===== config.mk =====
export PLATFORM = sky130hd
export DESIGN_NAME = mon_ctl_decoder
export DESIGN_NICKNAME = d
export VERILOG_FILES = /design/src/rtl/mcd_pkg.sv /design/src/rtl/mcd_setup_reg.sv /design/src/rtl/mcd_cfg_reg.sv /design/src/rtl/mcd_mon_loader.sv /design/src/rtl/mon_ctl_decoder.sv
export SDC_FILE = /design/constraint.sdc
export NUM_CORES = 1
export LEC_CHECK = 0
export ABC_CLOCK_PERIOD_IN_PS = 3750
export BUFFER_PORTS_ARGS = -buffer_cell sky130_fd_sc_hd__buf_2
export CORE_ASPECT_RATIO = 0.9
export CORE_MARGIN = 5
export CORE_UTILIZATION = 57
export CTS_BUF_LIST = sky130_fd_sc_hd__clkbuf_4 sky130_fd_sc_hd__clkbuf_8 sky130_fd_sc_hd__clkbuf_16
export DETAILED_ROUTE_END_ITERATION = 8
export GPL_TIMING_DRIVEN = 0
export PLACE_DENSITY = 0.85
export SYNTH_ARGS = -nofsm -noshare
export SYNTH_HDL_FRONTEND = slang
export SYNTH_SLANG_ARGS = --single-unit

===== constraint.sdc =====
create_clock -name clk -period 3.75 [get_ports clk]
set_clock_uncertainty 0.2 [all_clocks]
set_input_delay 0.75 -clock clk [delete_from_list [all_inputs] [get_ports clk]]
set_output_delay 0.75 -clock clk [all_outputs]
set_load 0.01 [all_outputs]

===== src/rtl/mcd_pkg.sv =====
package mcd_pkg;

  localparam int BYTE_W    = 8;
  localparam int KIND_BIT  = 7;
  localparam int CLRN_BIT  = 1;
  localparam int MON_BIT   = 0;

  typedef struct packed {
    logic [1:0] ref_sel;
    logic       pwr_on;
    logic       clk_ext;
    logic       bip_req;
  } setup_t;

  typedef struct packed {
    logic [1:0] code;
    logic       se;
  } cfg_t;

  localparam setup_t SETUP_RST = '{ref_sel: 2'b00, pwr_on: 1'b0, clk_ext: 1'b0, bip_req: 1'b0};
  localparam cfg_t   CFG_RST   = '{code: 2'b00, se: 1'b1};

  typedef enum logic [1:0] {LD_IDLE, LD_SHIFT, LD_DRAIN} ld_state_e;

  function automatic setup_t setup_from_byte(input logic [BYTE_W-1:0] b);
    setup_t s;
    s.ref_sel = b[6:5];
    s.pwr_on  = b[4];
    s.clk_ext = b[3];
    s.bip_req = b[2];
    return s;
  endfunction

  function automatic cfg_t cfg_from_byte(input logic [BYTE_W-1:0] b);
    cfg_t c;
    c.code = b[2:1];
    c.se   = b[0];
    return c;
  endfunction

  function automatic logic eff_bipolar(input cfg_t c, input setup_t s);
    return !c.se && s.bip_req;
  endfunction

  // differential pairs are neighbours: partner differs only in bit 0
  function automatic logic [1:0] partner_ch(input logic [1:0] code);
    return {code[1], ~code[0]};
  endfunction

endpackage


===== src/rtl/mcd_setup_reg.sv =====
module mcd_setup_reg
  import mcd_pkg::*;
(
  input  logic              clk,
  input  logic              rst_n,
  input  logic              load,
  input  logic [BYTE_W-1:0] din,
  output setup_t            q
);
  always_ff @(posedge clk or negedge rst_n) begin
    if (!rst_n)    q <= SETUP_RST;
    else if (load) q <= setup_from_byte(din);
  end
endmodule


===== src/rtl/mcd_cfg_reg.sv =====
module mcd_cfg_reg
  import mcd_pkg::*;
(
  input  logic              clk,
  input  logic              rst_n,
  input  logic              load,
  input  logic              clear,
  input  logic [BYTE_W-1:0] din,
  output cfg_t              q
);
  always_ff @(posedge clk or negedge rst_n) begin
    if (!rst_n)     q <= CFG_RST;
    else if (clear) q <= CFG_RST;
    else if (load)  q <= cfg_from_byte(din);
  end
endmodule


===== src/rtl/mcd_mon_loader.sv =====
module mcd_mon_loader
  import mcd_pkg::*;
#(
  parameter int MON_BYTES = 13
) (
  input  logic                          clk,
  input  logic                          rst_n,
  input  logic                          arm,
  input  logic                          take,
  input  logic                          bound,
  input  logic [BYTE_W-1:0]             din,
  output logic                          busy,
  output logic                          shift_en,
  output logic [MON_BYTES*BYTE_W-1:0]   params
);
  localparam int PW  = MON_BYTES * BYTE_W;
  localparam int CW  = $clog2(MON_BYTES + 1);
  localparam logic [CW-1:0] LAST = CW'(MON_BYTES - 1);

  ld_state_e      state;
  logic [CW-1:0]  cnt;

  assign busy     = (state != LD_IDLE);
  assign shift_en = take && (state == LD_SHIFT);

  always_ff @(posedge clk or negedge rst_n) begin
    if (!rst_n) begin
      state <= LD_IDLE;
      cnt   <= '0;
    end else if (bound) begin
      state <= LD_IDLE;
      cnt   <= '0;
    end else begin
      case (state)
        LD_IDLE: if (arm) begin
          state <= LD_SHIFT;
          cnt   <= '0;
        end
        LD_SHIFT: if (shift_en) begin
          cnt <= cnt + 1'b1;
          if (cnt == LAST) state <= LD_DRAIN;
        end
        default: ;
      endcase
    end
  end

  always_ff @(posedge clk or negedge rst_n) begin
    if (!rst_n)        params <= '0;
    else if (shift_en) params <= {params[PW-BYTE_W-1:0], din};
  end
endmodule


===== src/rtl/mon_ctl_decoder.sv =====
module mon_ctl_decoder
  import mcd_pkg::*;
#(
  parameter int MON_BYTES = 13
) (
  input  logic                               clk,
  input  logic                               rst_n,
  input  logic                               byte_vld,
  input  logic [7:0]                         byte_data,
  input  logic                               xfer_bound,
  output logic [1:0]                         ref_sel,
  output logic                               ain3_is_ref,
  output logic                               ref_internal,
  output logic                               ref_pwr_on,
  output logic                               clk_ext,
  output logic                               single_ended,
  output logic                               bipolar,
  output logic [1:0]                         pos_ch,
  output logic [1:0]                         neg_ch,
  output logic                               neg_en,
  output logic                               int_clr,
  output logic [MON_BYTES*8-1:0]             mon_params
);
  setup_t setup_q;
  cfg_t   cfg_q;

  // named decode events, also watched by the checker
  logic accept, ld_busy, setup_hit, cfg_hit, rst_cmd, mon_arm, mon_hit;

  assign accept    = byte_vld && !xfer_bound;
  assign setup_hit = accept && !ld_busy &&  byte_data[KIND_BIT];
  assign cfg_hit   = accept && !ld_busy && !byte_data[KIND_BIT];
  assign rst_cmd   = setup_hit && !byte_data[CLRN_BIT];
  assign mon_arm   = setup_hit &&  byte_data[MON_BIT];

  mcd_setup_reg u_setup (
    .clk(clk), .rst_n(rst_n), .load(setup_hit), .din(byte_data), .q(setup_q)
  );

  mcd_cfg_reg u_cfg (
    .clk(clk), .rst_n(rst_n), .load(cfg_hit), .clear(rst_cmd),
    .din(byte_data), .q(cfg_q)
  );

  mcd_mon_loader #(.MON_BYTES(MON_BYTES)) u_mon (
    .clk(clk), .rst_n(rst_n), .arm(mon_arm), .take(accept), .bound(xfer_bound),
    .din(byte_data), .busy(ld_busy), .shift_en(mon_hit), .params(mon_params)
  );

  always_ff @(posedge clk or negedge rst_n) begin
    if (!rst_n) int_clr <= 1'b0;
    else        int_clr <= rst_cmd;
  end

  assign ref_sel      = setup_q.ref_sel;
  assign ain3_is_ref  = setup_q.ref_sel[0];
  assign ref_internal = setup_q.ref_sel[1];
  assign ref_pwr_on   = setup_q.pwr_on;
  assign clk_ext      = setup_q.clk_ext;
  assign single_ended = cfg_q.se;
  assign bipolar      = eff_bipolar(cfg_q, setup_q);
  assign pos_ch       = cfg_q.code;
  assign neg_ch       = partner_ch(cfg_q.code);
  assign neg_en       = !cfg_q.se;
endmodule


==> results.md <==
- The clock input transition at the sequential cells of the worst setup and hold paths is 50 ps.
- In this run the worst hold path is classified as in -> reg.
- The placeable core area is between 8000 and 9000 um2.
- The count of mapped cells out of synthesis is 283.
- For this run, the post-layout net count is 447.
- Summing the sequential cell areas from Yosys gives 59.6% of the chip area.
- The count of inserted antenna diode cells is 0.
- Summing every instance area after synthesis gives between 4000 and 5000 um2.
- The synthesized net count is just under 300.
- Internal power comes to 2.55 mW.
- The power share of the combinational group is between 10% and 20%.
- The completed layout was analyzed and its total power is 3.32 mW.
- After detailed routing, the number of remaining DRC violations is 0.
- The die covers between 10000 and 15000 um2.
- The distinct cell type count after synthesis is 29.
- The vertical die dimension is 98.8 um.
- The row count is 32.
- The clock group share of total power is between 40% and 50%.
- The count of buffers from port buffering is 129.
- Power spread over the standard cell area amounts to 518 nW/um2.
- In the layout the commonest cells are buf_2, dfrtp_1, mux2_4.
- The setup TNS after final layout is 0 ps.
- The critical path capture point type is an output pin.
- In the final layout, the multi-input gates occupy 1830 um2.
- Relative to the synthesized area, the layout overhead comes to 28.3%.
- The count of cells resized by post-cts repair is 0.
- The post-route minimum period is 2180 ps.
- The slew at the pin with the worst max-slew slack is 464 ps.
- For the worst setup path, the data arrival time is 1230 ps.
- The vias after detailed routing is 2889.
- The H-tree was split into 4 levels.
- Derived from the worst setup path, the maximum achievable clock frequency is 0.459 GHz.
- The number of ports placed on the die boundary is 130.
- The via count of the first global-routing pass was roughly 3100.
- Averaged over all synthesized cells, the footprint is 17.6 um2.
- Counting along the longest clock path gives a buffer depth of 2.
- Counting flops with an async set or reset pin after synthesis yields a share of 100%.
- The post-CTS setup-driven buffer insertion count is 0.
- The final count of negative-setup-slack endpoints is 0.
- The proportion of total power due to net switching is 23.1%.
- The sequential power share is between 40% and 50%.
- The synthesized design contains 0 enable-type register cells.
- The clock buffer count from CTS is 17.
- The critical path is of the reg -> out type.
- After synthesis the netlist holds a flip-flop and latch count of between 100 and 150.
- For this configuration, the core starts out at a cell density of 58.3%.
- The library cell used most frequently in the layout, excluding fill and tap cells, is buf_2.
- The cell at the slowest stage of the critical path is dfstp_2.
- The CTS root buffer is clkbuf_8.
- For the worst-skew pair, the clock arrives at the later sink with an insertion delay of around 510 ps.
- The maximum number of pins on one net before global-route repair is 72.
- The remaining global-route overflow is 0.
- During synthesis, Yosys emitted a total of 0 warnings.
- The routed wirelength normalized by instance count is around 18 um.
- After filler insertion, the fill cell instance count of the layout stands at 570.
- The wire-length estimate of the detail-placed layout is 7380 um.
- Across the whole layout, storage elements account for 2980 um2.
- TritonCTS built the clock tree.
- Max-cap violations in this run came to 0.
- The final critical-path share of the clock period is 58.1%.
- In this run the power spent charging and discharging nets is 768 uW.
- The total clock sinks is between 100 and 150.
- The count of pins over their slew limit came to 0.
- The detail route stage leaves a number of antenna-violating nets equal to 0.
- Setup repair after global routing left no endpoint under its margin.
- The hold violation count in the final report was 0.
- The number of buffers and inverters on the critical path is 1.
- The signal on the critical path passes through nor2b_1, buf_2.
- The flow ran to the end, and the final reports show no timing, DRC or antenna violations.
- At the worst endpoint, the required time is 2800 ps.
- The share of cells above drive strength 1 is 64.6%.
- The initial antenna violation count came to 0.
- The delay of the slowest cell on the worst path is 550 ps.
- The cell family with the largest share of critical-path delay is flip-flops.
- For this run, the detailed router's first-pass iteration total came to 4.
- The worst ir drop on vdd is just over 0.4 mV.
- The routed wire length is 10200 um.
- The leakage power is 3.47 nW.
- The number of DRC markers in iteration 0 is 82.
- The startpoint type of the worst setup path is a flip-flop.
- The first global-routing pass estimated 16500 um of wire.
- The most used flip-flop cell after synthesis is dfrtp_1.
- Along the worst path, the maximum fanout reaches 4.
- For this run, the total global-route usage over all layers was measured as 20.1%.
- Hold timing on the final database bottoms out at a slack of 257 ps.
- In the routed layout, each cell is associated on average with a via count of 5.11.
- The die width is approximately 110 um.
- At the end of routability-driven placement, the weighted congestion stood at 0.754.
- In this run the tightest slew margin relative to its limit is 68.9%.
logic make-up after synthesis:
kind of cell,synth area share (%)
compound gates,2.20
fa+ha+maj,0.501
buf+inv,3.71
flops,59.6
mux,32.2
simple gates,1.73
cell usage after synthesis, types with 2 or more instances:
cell type	number	area share (%)
ha_1	2	0.50
mux2_4	96	29
o2bb2ai_1	2	0.35
nand3_1	2	0.20
nand2_1	2	0.15
dfrtp_1	118	59
mux2_2	14	3.2
nor2_1	3	0.23
a22o_1	2	0.35
buf_4	3	0.45
buf_6	11	2.5
a221oi_1	3	0.53
inv_1	9	0.68
worst register-to-register path, stage by stage, from the launching register on:
cell and delay (ps):
dfrtp_1 420, and4bb_1 310, buf_6 180, buf_6 220, mux2_4 330
layout make-up:
class,instances,area share (%)
Inverter,9,0.527
Tap cell,119,2.32
Clock buffer,25,7.89
Sequential cell,119,46.5
Buffer,15,2.36
Clock inverter,7,1.05
Multi-Input combinational cell,140,28.6
Timing Repair Buffer,131,10.8
metal layers:
metal  GRT usage, %  up-vias  share of wire (%)
met1           26.1     1467                 43
met3           8.78        4                8.9
met2           31.1      120                 48
li1               -     1298                  -
met4           5.24        0               0.39
met5              0        -                  0
flip-flops by register name, indices dropped and copies added (netlist names):
| register | count |
|---|---|
| u_mon.state | 2 |
| u_cfg.q | 3 |
| u_mon.params | 104 |
| int_clr | 1 |
| u_setup.q | 5 |
| u_mon.cnt | 4 |
repair_timing:
item	CTS	global route
endpoints found under the setup margin	0	0
hold endpoints to repair	48	0
hold buffers	1	0
power groups by stage:
stage	combinational [mW]	clock, mW	sequential (mW)
floorplan	0.166	0	1.49
global route	0.388	1.61	1.46
detailed placement	0.363	0	1.46
global placement	0.349	0	1.46
finish	0.357	1.52	1.44
CTS	0.364	1.55	1.44
path summary, 6_finish.rpt:
kind                                      from                end  slack [ps]  depth (start not counted)
worst max-delay path                u_cfg.q[0]            bipolar        1570                          2
worst min-delay path              byte_data[1]            int_clr         260                          2
worst max register to register  u_mon.state[1]  u_mon.params[100]        1980                          4
worst min register to register    u_setup.q[1]       u_setup.q[1]         300                          1
max in group asynchronous                rst_n         u_cfg.q[0]        2080                          3
min in group asynchronous                rst_n   u_mon.params[97]         540                          2
stage by stage:
stage	std cells	utilization (%)	area (um2)	setup WS (ps)
2_1_floorplan	283	-	4990	1770
3_3_place_gp	531	67.6	5790	364
3_5_place_dp	532	68.0	5820	1490
4_1_cts	565	74.8	6410	1550
5_1_grt	565	74.8	6410	1530
6_report	565	74.8	6410	1570
Power figures use the tool's default switching activity.
